### config.mk
export PLATFORM = sky130hd
export DESIGN_NAME = flag_word_unit
export DESIGN_NICKNAME = d
export VERILOG_FILES = /design/src/rtl/psw_pkg.sv /design/src/rtl/parity_tree.sv /design/src/rtl/psw_ctrl.sv /design/src/rtl/psw_datapath.sv /design/src/rtl/flag_word_unit.sv
export SDC_FILE = /design/constraint.sdc
export NUM_CORES = 1
export LEC_CHECK = 0
export BUFFER_PORTS_ARGS = -buffer_cell sky130_fd_sc_hd__buf_4
export CORE_UTILIZATION = 38
export DETAILED_ROUTE_END_ITERATION = 16
export MAX_ROUTING_LAYER = met4
export PLACE_DENSITY_LB_ADDON = 0.05
export SLEW_MARGIN = 20
export SYNTH_ARGS = -nofsm -noshare
export SYNTH_HDL_FRONTEND = slang
export SYNTH_SLANG_ARGS = --single-unit
### constraint.sdc
create_clock -name clk -period 4.7 [get_ports clk]
set_clock_uncertainty 0.15 [all_clocks]
set_input_delay 0.235 -clock clk [delete_from_list [all_inputs] [get_ports clk]]
set_output_delay 0.235 -clock clk [all_outputs]
set_load 0.1 [all_outputs]
### src/rtl/psw_pkg.sv
package psw_pkg;
  localparam int WORD_W  = 8;
  localparam int POS_CY  = 7;
  localparam int POS_AC  = 6;
  localparam int POS_F0  = 5;
  localparam int POS_RS1 = 4;
  localparam int POS_RS0 = 3;
  localparam int POS_OV  = 2;
  localparam int POS_RSV = 1;
  localparam int POS_PAR = 0;

  // strobes from control to datapath
  typedef struct packed {
    logic loadArith;
    logic loadWord;
    logic subMode;
  } pswStrobes_t;

  typedef struct packed {
    logic cy;
    logic ac;
    logic ov;
  } arithFlags_t;
endpackage

### src/rtl/parity_tree.sv
module parity_tree #(
  parameter int W = 8
) (
  input  logic [W-1:0] bits,
  output logic         parity
);
  logic [W-1:0] runXor;

  assign runXor[0] = bits[0];
  for (genvar i = 1; i < W; i++) begin : g_xor
    assign runXor[i] = runXor[i-1] ^ bits[i];
  end

  // odd count of ones -> parity 1, making the total even
  assign parity = runXor[W-1];
endmodule

### src/rtl/psw_ctrl.sv
module psw_ctrl
  import psw_pkg::*;
(
  input  logic        flagUpdEn,
  input  logic        wrEn,
  input  logic        opSel,
  output pswStrobes_t strobes
);
  always_comb begin
    strobes.loadWord  = wrEn;
    // direct write has priority over arithmetic flag capture
    strobes.loadArith = flagUpdEn & ~wrEn;
    strobes.subMode   = opSel;
  end
endmodule

### src/rtl/psw_datapath.sv
module psw_datapath
  import psw_pkg::*;
#(
  parameter int DATA_W = 8
) (
  input  logic              clk,
  input  logic              rstN,
  input  pswStrobes_t       strobes,
  input  logic [DATA_W-1:0] opA,
  input  logic [DATA_W-1:0] opB,
  input  logic              carryIn,
  input  logic [7:2]        wrField,
  output logic [DATA_W-1:0] result,
  output logic [7:2]        storedBits
);
  localparam int MSB    = DATA_W - 1;
  localparam int HALF_W = DATA_W / 2;

  logic [DATA_W:0]   chain;
  logic [DATA_W-1:0] bEff;
  arithFlags_t       flagsNext;

  logic       cyQ, acQ, f0Q, ovQ;
  logic [1:0] bankQ;

  // subtract is add of inverted subtrahend with inverted borrow-in
  assign bEff     = strobes.subMode ? ~opB : opB;
  assign chain[0] = strobes.subMode ? ~carryIn : carryIn;

  for (genvar i = 0; i < DATA_W; i++) begin : g_bit
    assign result[i]  = opA[i] ^ bEff[i] ^ chain[i];
    assign chain[i+1] = (opA[i] & bEff[i]) | (chain[i] & (opA[i] ^ bEff[i]));
  end

  always_comb begin
    flagsNext.cy = chain[DATA_W] ^ strobes.subMode;
    flagsNext.ac = chain[HALF_W] ^ strobes.subMode;
    flagsNext.ov = chain[DATA_W] ^ chain[MSB];
  end

  always_ff @(posedge clk) begin
    if (!rstN) begin
      cyQ   <= 1'b0;
      acQ   <= 1'b0;
      f0Q   <= 1'b0;
      bankQ <= 2'b00;
      ovQ   <= 1'b0;
    end else if (strobes.loadWord) begin
      cyQ   <= wrField[POS_CY];
      acQ   <= wrField[POS_AC];
      f0Q   <= wrField[POS_F0];
      bankQ <= {wrField[POS_RS1], wrField[POS_RS0]};
      ovQ   <= wrField[POS_OV];
    end else if (strobes.loadArith) begin
      cyQ <= flagsNext.cy;
      acQ <= flagsNext.ac;
      ovQ <= flagsNext.ov;
    end
  end

  assign storedBits = {cyQ, acQ, f0Q, bankQ, ovQ};

  p_hold_idle_r8: assert property (@(posedge clk) disable iff (!rstN)
    !(strobes.loadArith || strobes.loadWord) |=> $stable(storedBits));

  p_user_bits_kept_r8: assert property (@(posedge clk) disable iff (!rstN)
    strobes.loadArith |=> $stable({f0Q, bankQ}));

  p_write_lands_r9: assert property (@(posedge clk) disable iff (!rstN)
    strobes.loadWord |=> storedBits == $past(wrField));

  p_no_overflow_r6: assert property (@(posedge clk) disable iff (!rstN)
    (strobes.loadArith && !strobes.subMode && (opA[MSB] != opB[MSB])) |=> !ovQ);

  p_sub_no_overflow_r6: assert property (@(posedge clk) disable iff (!rstN)
    (strobes.loadArith && strobes.subMode && (opA[MSB] == opB[MSB])) |=> !ovQ);
endmodule

### src/rtl/flag_word_unit.sv
module flag_word_unit
  import psw_pkg::*;
#(
  parameter int DATA_W = 8
) (
  input  logic              clk,
  input  logic              rstN,
  input  logic [DATA_W-1:0] opA,
  input  logic [DATA_W-1:0] opB,
  input  logic              carryIn,
  input  logic              opSel,
  input  logic              flagUpdEn,
  input  logic              wrEn,
  input  logic [7:0]        wrData,
  input  logic [DATA_W-1:0] accIn,
  output logic [DATA_W-1:0] result,
  output logic [7:0]        statusWord,
  output logic [1:0]        bankSel
);
  pswStrobes_t strobes;
  logic [7:2]  storedBits;
  logic        parityBit;
  logic        unusedWrBits;

  // parity and reserved positions of the write data are ignored
  assign unusedWrBits = ^wrData[1:0];

  psw_ctrl i_ctrl (
    .flagUpdEn (flagUpdEn),
    .wrEn      (wrEn),
    .opSel     (opSel),
    .strobes   (strobes)
  );

  psw_datapath #(.DATA_W(DATA_W)) i_dp (
    .clk        (clk),
    .rstN       (rstN),
    .strobes    (strobes),
    .opA        (opA),
    .opB        (opB),
    .carryIn    (carryIn),
    .wrField    (wrData[7:2]),
    .result     (result),
    .storedBits (storedBits)
  );

  parity_tree #(.W(DATA_W)) i_par (
    .bits   (accIn),
    .parity (parityBit)
  );

  assign statusWord = {storedBits, 1'b0, parityBit};
  assign bankSel    = storedBits[POS_RS1:POS_RS0];

  p_parity_even_r7: assert property (@(posedge clk) disable iff (!rstN)
    ($countones({accIn, statusWord[POS_PAR]}) % 2) == 0);
endmodule

# ---- Word-level counts from Yosys, hierarchy flattened
# Index checks and enable logic that the tools add are counted.
dict set report totals {
  reg_bits 6
  in_bits 38
  output_inout_bits 18
}
dict set report op_classes {
  muxes 8
  bitwise 54
  n_reduce_logical 1
}
# cell n
set ops {}
lappend ops {{1-bit XOR} 26}
lappend ops {{1-bit AND} 17}
lappend ops {{8-bit 2-to-1 mux} 1}
lappend ops {{8-bit inverter} 1}
lappend ops {{1-bit bitwise OR} 8}
lappend ops {{1-bit 2-to-1 mux} 7}
lappend ops {{1-bit inverter} 2}
lappend ops {{2-bit nonzero test} 1}

# ---- Longest topological paths before layout
# Gate-level depths: netlist of the first run.
dict set report logic_depth {
  ltp_word 22
  mapped_depth 14
  depth_no_buf 13
}

# ---- Hierarchy
# A second synthesis of the first run with hierarchy kept.
dict set report hier_totals {
  hier_cells 80
  area_unflattened_um2 779.5
}
# mod instances cells_per_inst area_each_um2
set modules_own_cells {}
lappend modules_own_cells {psw_datapath 1 65 655.6}
lappend modules_own_cells {parity_tree 1 7 61.3}
lappend modules_own_cells {flag_word_unit 1 5 33.8}
lappend modules_own_cells {psw_ctrl 1 3 28.8}

# ---- Worst setup path before layout of the first run
# No wires, ideal clock.
dict set report synth_timing {
  path_type {input port to output port}
  start {in opSel}
  end {out result[7]}
  arrival_time_ns 4.210
  required_ns 4.315
  path_slack_ns 0.105
  stages 12
  path_buffers 1
  cell_sequence {buf_4 xor2_1 fa_1 inv_1 fa_1 fa_1 fa_1 fa_1 fa_1 fa_1 fa_1 inv_1}
}
dict set report synth_via {
  elab_chain_cells 17
  elab_cells_between_ends 32
}
# item line_no
set synth_rtl {}
lappend synth_rtl {{from (decl)} flag_word_unit.sv:11} ;# input logic opSel,
lappend synth_rtl {{8-bit 2-to-1 mux} psw_datapath.sv:27} ;# assign bEff = strobes.subMode ? ~opB : opB;
lappend synth_rtl {{1-bit XOR} psw_datapath.sv:32} ;# assign chain[i+1] = (opA[i] & bEff[i]) | (chain[i] & (opA[i] ^ bEff[i]));
lappend synth_rtl {{1-bit AND} psw_datapath.sv:32}
lappend synth_rtl {{1-bit bitwise OR} psw_datapath.sv:32}
lappend synth_rtl {{1-bit AND} psw_datapath.sv:32}
lappend synth_rtl {{1-bit bitwise OR} psw_datapath.sv:32}
lappend synth_rtl {{1-bit AND} psw_datapath.sv:32}
lappend synth_rtl {{1-bit bitwise OR} psw_datapath.sv:32}
lappend synth_rtl {{1-bit AND} psw_datapath.sv:32}
lappend synth_rtl {{1-bit bitwise OR} psw_datapath.sv:32}
lappend synth_rtl {{1-bit AND} psw_datapath.sv:32}
lappend synth_rtl {{1-bit bitwise OR} psw_datapath.sv:32}
lappend synth_rtl {{1-bit AND} psw_datapath.sv:32}
lappend synth_rtl {{1-bit bitwise OR} psw_datapath.sv:32}
lappend synth_rtl {{1-bit AND} psw_datapath.sv:32}
lappend synth_rtl {{1-bit bitwise OR} psw_datapath.sv:32}
lappend synth_rtl {{1-bit XOR *} psw_datapath.sv:31} ;# assign result[i] = opA[i] ^ bEff[i] ^ chain[i];
lappend synth_rtl {{to (decl)} flag_word_unit.sv:16} ;# output logic [DATA_W-1:0] result,
# Every way passes the cells marked *; elsewhere a longest branch is shown, timed or not.

# ---- Worst setup path in the final report of the first run
# Same ends and word-level chain as after synthesis.

==> results.json, run 1 <==
{
  "cp.arrival_ns": 4.04,
  "min_from": "rstN",
  "power_switching_uw": 289,
  "overflow": 0,
  "cts.clk_slew.worst_paths_ns": 0.05,
  "swShare": 0.625,
  "critPathMaxStageDelay_ns": 0.44,
  "syn_nets": 122,
  "worst-path-buf-inv": 4,
  "ctsResizeCount": 0,
  "post_route_cells_drive_above_1_share": 0.467,
  "root_buffer": "clkbuf_4",
  "layout_commonest_cell": "buf_4",
  "fin_nets": 170,
  "p_seq_frac": 0.123,
  "cts_buffer_depth": 2,
  "core_region_area_sq_mm": 0.00173,
  "peakVddDrop_mv": 0.247,
  "r2r-end": "i_dp.ovQ$_SDFFE_PN0P_",
  "vias": 611,
  "r2r_cells": 3,
  "syn_area_per_cell_sq_um": 9.20,
  "antenna_found_initial": 0,
  "yosysWarnings": 0,
  "met3WireLength_microns": 91,
  "endpoint_kind": "output port",
  "final_cell_mix": "53 x buf_4, 16 x xnor2_1, 16 x inv_1",
  "die_w_microns": 44.9,
  "p_per_area_mw_per_mm2": 429,
  "yosysTopAreaCellShare": 0.229,
  "fin_crit_sh": 0.941,
  "rrSetupSlack_ns": 3.69,
  "cts_tree": "done",
  "nFillCells": 165,
  "ys_seq_elements": 6,
  "rsz0062_at_grt": "no",
  "cp.depth": 13,
  "rows": 15,
  "synth_cell_types": 16,
  "dr.pass1.iters": 3,
  "dp_hpwl_mm": 1.26,
  "crit_chain": "buf_4, xor2_1, fa_1, inv_1, fa_1, fa_1, fa_1, fa_1, fa_1, fa_1, fa_1, inv_1, buf_4",
  "stdcell_count": 147,
  "crit_type": "primary input to output port",
  "seqCellArea_sq_um": 120,
  "multi_input_area_sq_um": 447,
  "dp.cells": 144,
  "cts_max_level": 1,
  "cts-hold-fix-buffers": 0,
  "post-cts-setup-buffers": 0,
  "syn_inst": 76,
  "setup_viol": 0,
  "outcome": "finished clean",
  "io_buffers": 52,
  "crit_slowest_cell": "fa_1",
  "grt_start_max_net_pins": 10,
  "die-area_sq_mm": 0.00202,
  "wl_per_cell_microns": 9.50,
  "pwr-share-clk": 0.103,
  "gp_congestion": 0.597,
  "pwr-share-comb": 0.774,
  "synth_area_leaders": "fa_1 23%, xnor2_1 20%, dfxtp_1 17%, buf_4 9.7%, inv_1 8.6%",
  "p_int_uw": 173,
  "min_path_type": "primary input to flop",
  "required_ns": 4.32,
  "grt.total_usage": 0.156,
  "grt_pass1_wl_mm": 2.19,
  "synth_largest_area_cell": "fa_1",
  "ys_seq_area_frac": 0.172,
  "ios": 56,
  "leakagePower_uw": 0.000565,
  "fmax_mhz": 226,
  "clkLatencyLatePin_ns": 0.25,
  "ant_nets": 0,
  "routed.top_layer": "met4",
  "fin_crit_ns": 4.42,
  "finalMaxSlewViolations": 0,
  "path_delay_family": "adder cells",
  "wl_met2_microns": 816,
  "r2r-start": "i_dp.ovQ$_SDFFE_PN0P_",
  "drcViolationCount": 0,
  "die_h_microns": 44.9,
  "min_to": "i_dp.bankQ[0]$_SDFFE_PN0P_",
  "cts.sinks": 6,
  "diodes": 0,
  "wl_mm": 1.40,
  "maxCapViolCount": 0,
  "tns_ns": 0,
  "area_delta_synth_final_pct": 54.2,
  "drt_iter0_drc": 2,
  "wl_met1_microns": 479,
  "initial_core_util": 0.405,
  "final-hold-violation-count": 0,
  "path_common_cell": "fa_1",
  "syn-cell-area_sq_um": 699,
  "path_max_fanout": 3,
  "min_delay_path_depth": 2,
  "first_global_vias": 536,
  "numCtsBuffers": 3,
  "viasPerCell": 4.16,
  "start_kind": "primary input"
}
[routing by layer]
metal | track usage | vias up
li1 | - | 306
met1 | 0.172 | 279
met2 | 0.262 | 23
met3 | 0.0520 | 3
met4 | 0.0545 | 0
met5 | - | -
[Yosys cell counts]
| cell | instances |
|---|---|
| fa_1 | 8 |
| nand2_1 | 1 |
| buf_4 | 9 |
| conb_1 | 1 |
| xnor2_1 | 16 |
| o21ai_0 | 2 |
| a211o_1 | 1 |
| inv_1 | 16 |
| a21oi_1 | 2 |
| mux2i_1 | 5 |
| nor2_1 | 1 |
| nor2b_1 | 3 |
| a21boi_2 | 1 |
| buf_2 | 1 |
| dfxtp_1 | 6 |
| xor2_1 | 3 |
[logic make-up after synthesis]
family | synth area share
muxes | 0.0716
and+or+nand+nor | 0.0376
other | 0.00536
xor gates and xnor gates | 0.238
adders and majority gates | 0.229
buffers and inverters | 0.190
AOI/OAI and AO/OA | 0.0572
DFF | 0.172
[area by class of cell]
cell class / instances / area share
Multi-Input combinational cell: 44 / 0.414
Timing Repair Buffer: 53 / 0.369
Inverter: 16 / 0.0557
Tap cell: 25 / 0.0290
Sequential cell: 6 / 0.111
Clock buffer: 3 / 0.0209
[flip-flops by register name, indices dropped and copies added (netlist names)]
register    cells
i_dp.acQ        1
i_dp.cyQ        1
i_dp.f0Q        1
i_dp.ovQ        1
i_dp.bankQ      2
[stage by stage]
| step | power, uW | util | hold WS [ns] | setup slack [ns] | cell area, sq um |
|---|---|---|---|---|---|
| after detailed placement | 419 | 0.612 | 0.344 | 0.0948 | 1060 |
| after floorplan | 352 | - | 0.213 | 0.105 | 699 |
| after global routing | 487 | 0.625 | 0.0964 | 0.117 | 1080 |
| after global placement | 414 | 0.612 | 0.342 | 0.270 | 1060 |
| after CTS | 467 | 0.625 | 0.0844 | 0.206 | 1080 |
| final | 463 | 0.625 | 0.0871 | 0.276 | 1080 |
[power by group through the flow]
stage                     combinational, uW  sequential (uW)  clock, uW
final                                   358             57.1       47.6
after CTS                               362             57.2       48.7
after detailed placement                361             58.0          0
after floorplan                         287             64.8          0
after global routing                    375             57.4       54.1
after global placement                  356             57.8          0
[worst max path at each step]
stage               slack [ns]                     to  startpoint
floorplan                 0.11              result[7]       opSel
global placement          0.27  i_dp.ovQ$_SDFFE_PN0P_       opSel
detailed placement        0.09  i_dp.ovQ$_SDFFE_PN0P_       opSel
CTS                       0.21              result[7]       opSel
global route              0.12              result[7]       opSel
finish                    0.28              result[7]       opSel
(Power assumes the default switching activity.)
==> run 2: changes to the inputs <==
- CORE_UTILIZATION: 38 -> 35
- clock period: 4.7 -> 3.8 ns (I/O delays scaled with it)
==> results.json, run 2 (synthesis gave the netlist of run 1 again) <==
{
  "outcome": "finished, violations left",
  "violations": "negative setup slack",
  "gp_congestion": 0.627,
  "dr.pass1.iters": 4,
  "top_register": "i_dp.bankQ",
  "nFillCells": 170,
  "final_area_sq_mm": 0.00115,
  "start_kind": "primary input",
  "peakVddDrop_mv": 0.304,
  "grt_pass1_wl_mm": 2.06,
  "first_global_vias": 582,
  "clkLatencyLatePin_ns": 0.24,
  "seqCellArea_sq_um": 120,
  "fin_crit_sh": 1.05,
  "grt.total_usage": 0.137,
  "layout_commonest_cell": "buf_4",
  "vias": 657,
  "place_ws_ns": -0.266,
  "p_seq_frac": 0.119,
  "setup_viol": 1,
  "antenna_found_initial": 0,
  "p_per_area_mw_per_mm2": 516,
  "grtUsageMet2": 0.267,
  "ios": 56,
  "crit_type": "primary input to output port",
  "cts.clk_slew.worst_paths_ns": 0.04,
  "die-area_sq_mm": 0.00218,
  "tns_ns": -0.190,
  "pwr-share-comb": 0.783,
  "fin_hold_ws_ns": 0.0520,
  "busiest_layer": "met2",
  "fin_nets": 174,
  "largest_register_ffs": 2,
  "area_delta_synth_final_pct": 65.1,
  "die_w_microns": 46.7,
  "multi_input_area_sq_um": 482,
  "fin_crit_ns": 3.99,
  "grt_start_max_net_pins": 8,
  "final_cell_mix": "56 x buf_4, 16 x xnor2_1, 15 x inv_1",
  "post_route_cells_drive_above_1_share": 0.571,
  "cp-endpoint": "result[7]",
  "wl_mm": 1.47,
  "cts_max_level": 1,
  "rows": 15,
  "drt_iter0_drc": 5,
  "numCtsBuffers": 3,
  "final-hold-violation-count": 0,
  "swShare": 0.613,
  "use_met3": 0.0471,
  "dp_hpwl_mm": 1.27,
  "rsz0062_at_grt": "yes",
  "finalMaxSlewViolations": 0,
  "r2r-end": "i_dp.ovQ$_SDFFE_PN0P_",
  "cts.sinks": 6,
  "io_buffers": 52,
  "initial_core_util": 0.388,
  "ant_nets": 0,
  "required_ns": 3.46,
  "overflow": 0,
  "wl_per_cell_microns": 9.74,
  "r2r-start": "i_dp.ovQ$_SDFFE_PN0P_",
  "maxCapViolCount": 0,
  "min_path_type": "primary input to flop",
  "startpoint": "opSel",
  "cts_buffer_depth": 2,
  "dpl_cell_area_sq_mm": 0.00111,
  "fin_ws_ns": -0.190,
  "rrSetupSlack_ns": 2.83,
  "core_region_area_sq_mm": 0.00180,
  "fin_util": 0.641,
  "cp.arrival_ns": 3.65,
  "r2r_cells": 3,
  "leakagePower_uw": 0.000578,
  "root_buffer": "clkbuf_4",
  "endpoint_kind": "output port",
  "drcViolationCount": 0,
  "met1_usage": 0.138,
  "p_int_uw": 231,
  "fmax_mhz": 251,
  "diodes": 0,
  "pwr-share-clk": 0.098,
  "cts_tree": "done",
  "viasPerCell": 4.35,
  "power_switching_uw": 365,
  "die_h_microns": 46.7,
  "path_max_fanout": 4
}
run 2: critical path, stage by stage:
cell	delay (ns)
buf_4	0.13
xor2_2	0.17
fa_2	0.20
inv_1	0.05
fa_2	0.33
fa_2	0.35
fa_2	0.36
fa_2	0.35
fa_2	0.34
fa_2	0.36
fa_2	0.57
clkinvlp_4	0.09
buf_8	0.17
run 2: how the worst min path moves through the flow:
stage                                 end  start  depth (start not counted)  slack, ns
2_1_floorplan  i_dp.bankQ[0]$_SDFFE_PN0P_   rstN                          1       0.17
3_3_place_gp        i_dp.f0Q$_SDFFE_PN0P_   rstN                          2       0.30
3_5_place_dp        i_dp.f0Q$_SDFFE_PN0P_   rstN                          2       0.30
4_1_cts             i_dp.f0Q$_SDFFE_PN0P_   rstN                          2       0.05
5_1_grt             i_dp.f0Q$_SDFFE_PN0P_   rstN                          2       0.06
6_report            i_dp.f0Q$_SDFFE_PN0P_   rstN                          2       0.05
run 2: final cells by class:
| type | instances | area share |
|---|---|---|
| Clock buffer | 3 | 0.0195 |
| Inverter | 16 | 0.0553 |
| Multi-Input combinational cell | 44 | 0.417 |
| Sequential cell | 6 | 0.104 |
| Tap cell | 25 | 0.0271 |
| Timing Repair Buffer | 57 | 0.377 |
run 2: what timing repair did:
action / in CTS / in global routing
hold buffers: 0 / 0
buffers inserted: 0 / 1
pin swaps: 0 / 1
setup endpoints to repair: 1 / 2
gates resized for setup: 1 / 2
run 2: metal layers:
layer / wire length (microns) / vias to the layer above / share of wire
li1: - / 313 / -
met1: 539 / 306 / 0.37
met2: 788 / 38 / 0.54
met3: 143 / 0 / 0.097
met4: 0 / 0 / 0
met5: 0 / - / 0
run 2: per-stage QoR:
stage,power [uW],std cells
2_1_floorplan,447,76
3_3_place_gp,528,147
3_5_place_dp,533,147
4_1_cts,596,150
5_1_grt,626,151
6_report,596,151
run 2: power groups by stage:
stage	sequential, uW	combinational, uW	clock, uW
global route	71.2	490	63.9
CTS	70.7	465	60.4
detailed placement	71.7	461	0
floorplan	80.2	367	0
finish	70.7	467	58.4
global placement	71.4	457	0
==> run 3: changes to the inputs <==
- CORE_UTILIZATION: 35 -> 36
- SYNTH_HIERARCHICAL: unset -> 1
==> results.json, run 3 <==
{
  "outcome": "finished, violations left",
  "violations": "negative setup slack",
  "required_ns": 3.46,
  "fin_crit_ns": 4.00,
  "die_h_microns": 48.5,
  "synth_cell_types": 18,
  "grt_start_max_net_pins": 12,
  "post-cts-setup-buffers": 0,
  "numCtsBuffers": 3,
  "r2r-start": "i_dp/acQ$_SDFFE_PN0P_",
  "top_register": "i_dp/bankQ",
  "rows": 16,
  "fin_hold_ws_ns": 0.0540,
  "drt_iter0_drc": 0,
  "maxCapViolCount": 0,
  "overflow": 0,
  "cts_buffer_depth": 2,
  "clkLatencyLatePin_ns": 0.23,
  "synth_area_leaders": "fa_1 21%, xnor2_1 17%, dfxtp_1 15%, buf_4 9.6%, inv_1 7.7%",
  "start_kind": "primary input",
  "syn_area_per_cell_sq_um": 9.74,
  "min_to": "i_dp/ovQ$_SDFFE_PN0P_",
  "cts_max_level": 1,
  "grt_pass1_wl_mm": 2.43,
  "gp_congestion": 0.682,
  "root_buffer": "clkbuf_4",
  "leakagePower_uw": 0.000585,
  "peakVddDrop_mv": 0.345,
  "ys_dominant_reg_cell": "dfxtp_1",
  "die-area_sq_mm": 0.00236,
  "initial_core_util": 0.389,
  "stdcell_count": 152,
  "syn-cell-area_sq_um": 779,
  "finalMaxSlewViolations": 0,
  "ys_seq_elements": 6,
  "post_route_cells_drive_above_1_share": 0.592,
  "syn_nets": 126,
  "wl_per_cell_microns": 9.68,
  "cts.clk_slew.worst_paths_ns": 0.05,
  "fmax_mhz": 250,
  "synth_edf_count": 0,
  "cts.sinks": 6,
  "diodes": 0,
  "rsz0062_at_grt": "yes",
  "dp_hpwl_mm": 1.27,
  "ios": 56,
  "p_per_area_mw_per_mm2": 494,
  "fin_nets": 173,
  "wl_mm": 1.47,
  "grt.total_usage": 0.136,
  "cts_tree": "done",
  "largest_register_ffs": 2,
  "synth_largest_area_cell": "fa_1",
  "rrSetupSlack_ns": 3.03,
  "yosysTopAreaCellShare": 0.205,
  "vias": 640,
  "min_path_type": "primary input to flop",
  "core_region_area_sq_mm": 0.00200,
  "fin_ws_ns": -0.200,
  "synth_commonest_cells": "16 x inv_1, 15 x xnor2_1, 10 x buf_4",
  "first_global_vias": 577,
  "synth_most_common_cell": "inv_1",
  "die_w_microns": 48.5,
  "yosysWarnings": 6,
  "crit_type": "primary input to output port",
  "path_max_fanout": 3,
  "viasPerCell": 4.21,
  "ys_async_sr_fraction": 0,
  "dr.pass1.iters": 1,
  "cp.arrival_ns": 3.66,
  "drcViolationCount": 0,
  "io_buffers": 52,
  "antenna_found_initial": 0,
  "nFillCells": 203,
  "final-hold-violation-count": 0,
  "fin_crit_sh": 1.05,
  "final_cell_mix": "54 x buf_4, 14 x xnor2_1, 12 x inv_1",
  "syn_inst": 80,
  "ant_nets": 0,
  "min_from": "wrData[2]",
  "area_delta_synth_final_pct": 53.1,
  "ys_seq_area_frac": 0.154,
  "fin_util": 0.596,
  "min_delay_path_depth": 3,
  "layout_commonest_cell": "buf_4",
  "setup_viol": 1,
  "dp.cells": 149,
  "endpoint_kind": "output port",
  "r2r_cells": 2,
  "r2r-end": "i_dp/acQ$_SDFFE_PN0P_"
}
## run 3: worst max path at each step
stage | to | startpoint | depth (start not counted) | slack, ns
CTS | result[7] | opSel | 14 | -0.23
floorplan | result[7] | opSel | 14 | -0.42
detailed placement | result[7] | opSel | 14 | -0.26
global route | result[7] | opSel | 14 | -0.33
finish | result[7] | opSel | 14 | -0.20
global placement | result[7] | opSel | 14 | -0.21
## run 3: critical path, stage by stage
cell        delay (ns)
buf_4             0.14
xnor2_4           0.14
fa_2              0.35
inv_2             0.06
fa_2              0.18
inv_2             0.04
fa_2              0.33
fa_2              0.36
fa_2              0.35
fa_2              0.34
fa_2              0.36
fa_1              0.54
clkinvlp_4        0.10
buf_6             0.18
## run 3: metal layers
metal / vias up / wire length, microns / global-route usage
met4: 0 / 0 / 0.0588
met3: 0 / 100 / 0.0220
met1: 292 / 610 / 0.178
met5: - / 0 / -
li1: 319 / - / -
met2: 29 / 760 / 0.207
## run 3: per-stage QoR
| stage | setup WS, ns | cell area (sq um) | TNS [ns] | total power [uW] |
|---|---|---|---|---|
| after floorplan | -0.422 | 836 | -0.626 | 457 |
| after global placement | -0.208 | 1170 | -0.209 | 532 |
| after detailed placement | -0.263 | 1170 | -0.385 | 536 |
| after CTS | -0.232 | 1190 | -0.232 | 597 |
| after global routing | -0.329 | 1190 | -0.329 | 621 |
| final | -0.200 | 1190 | -0.200 | 590 |
## run 3: cells by family after synthesis
family                   Yosys count  synth area share
multiplexers                       3            0.0385
AND/OR/NAND/NOR                   11             0.130
adder cells (fa/ha/maj)            8             0.205
flip-flops                         6             0.154
other                              1           0.00481
AO/OA/AOI/OAI                      3            0.0353
buffers and inverters             29             0.209
XOR/XNOR                          19             0.223
## run 3: layout make-up
class	instances	area, sq um	area share
Inverter	16	67.6	0.0566
Tap cell	27	33.8	0.0283
Timing Repair Buffer	55	417	0.349
Sequential cell	6	120	0.101
Clock buffer	3	22.5	0.0189
Multi-Input combinational cell	45	533	0.447
## run 3: timing repair
action,CTS,global route
hold buffers,0,0
pin swaps,0,0
gates resized for setup,1,0
setup endpoints to repair,1,1
## run 3: power breakdown
| part | leakage (uW) | total [uW] | switching, uW | internal [uW] |
|---|---|---|---|---|
| clock network | 0.0000138 | 56.7 | 21.1 | 35.6 |
| logic | 0.000522 | 463 | 339 | 124 |
| registers | 0.0000496 | 70.5 | 2.73 | 67.8 |
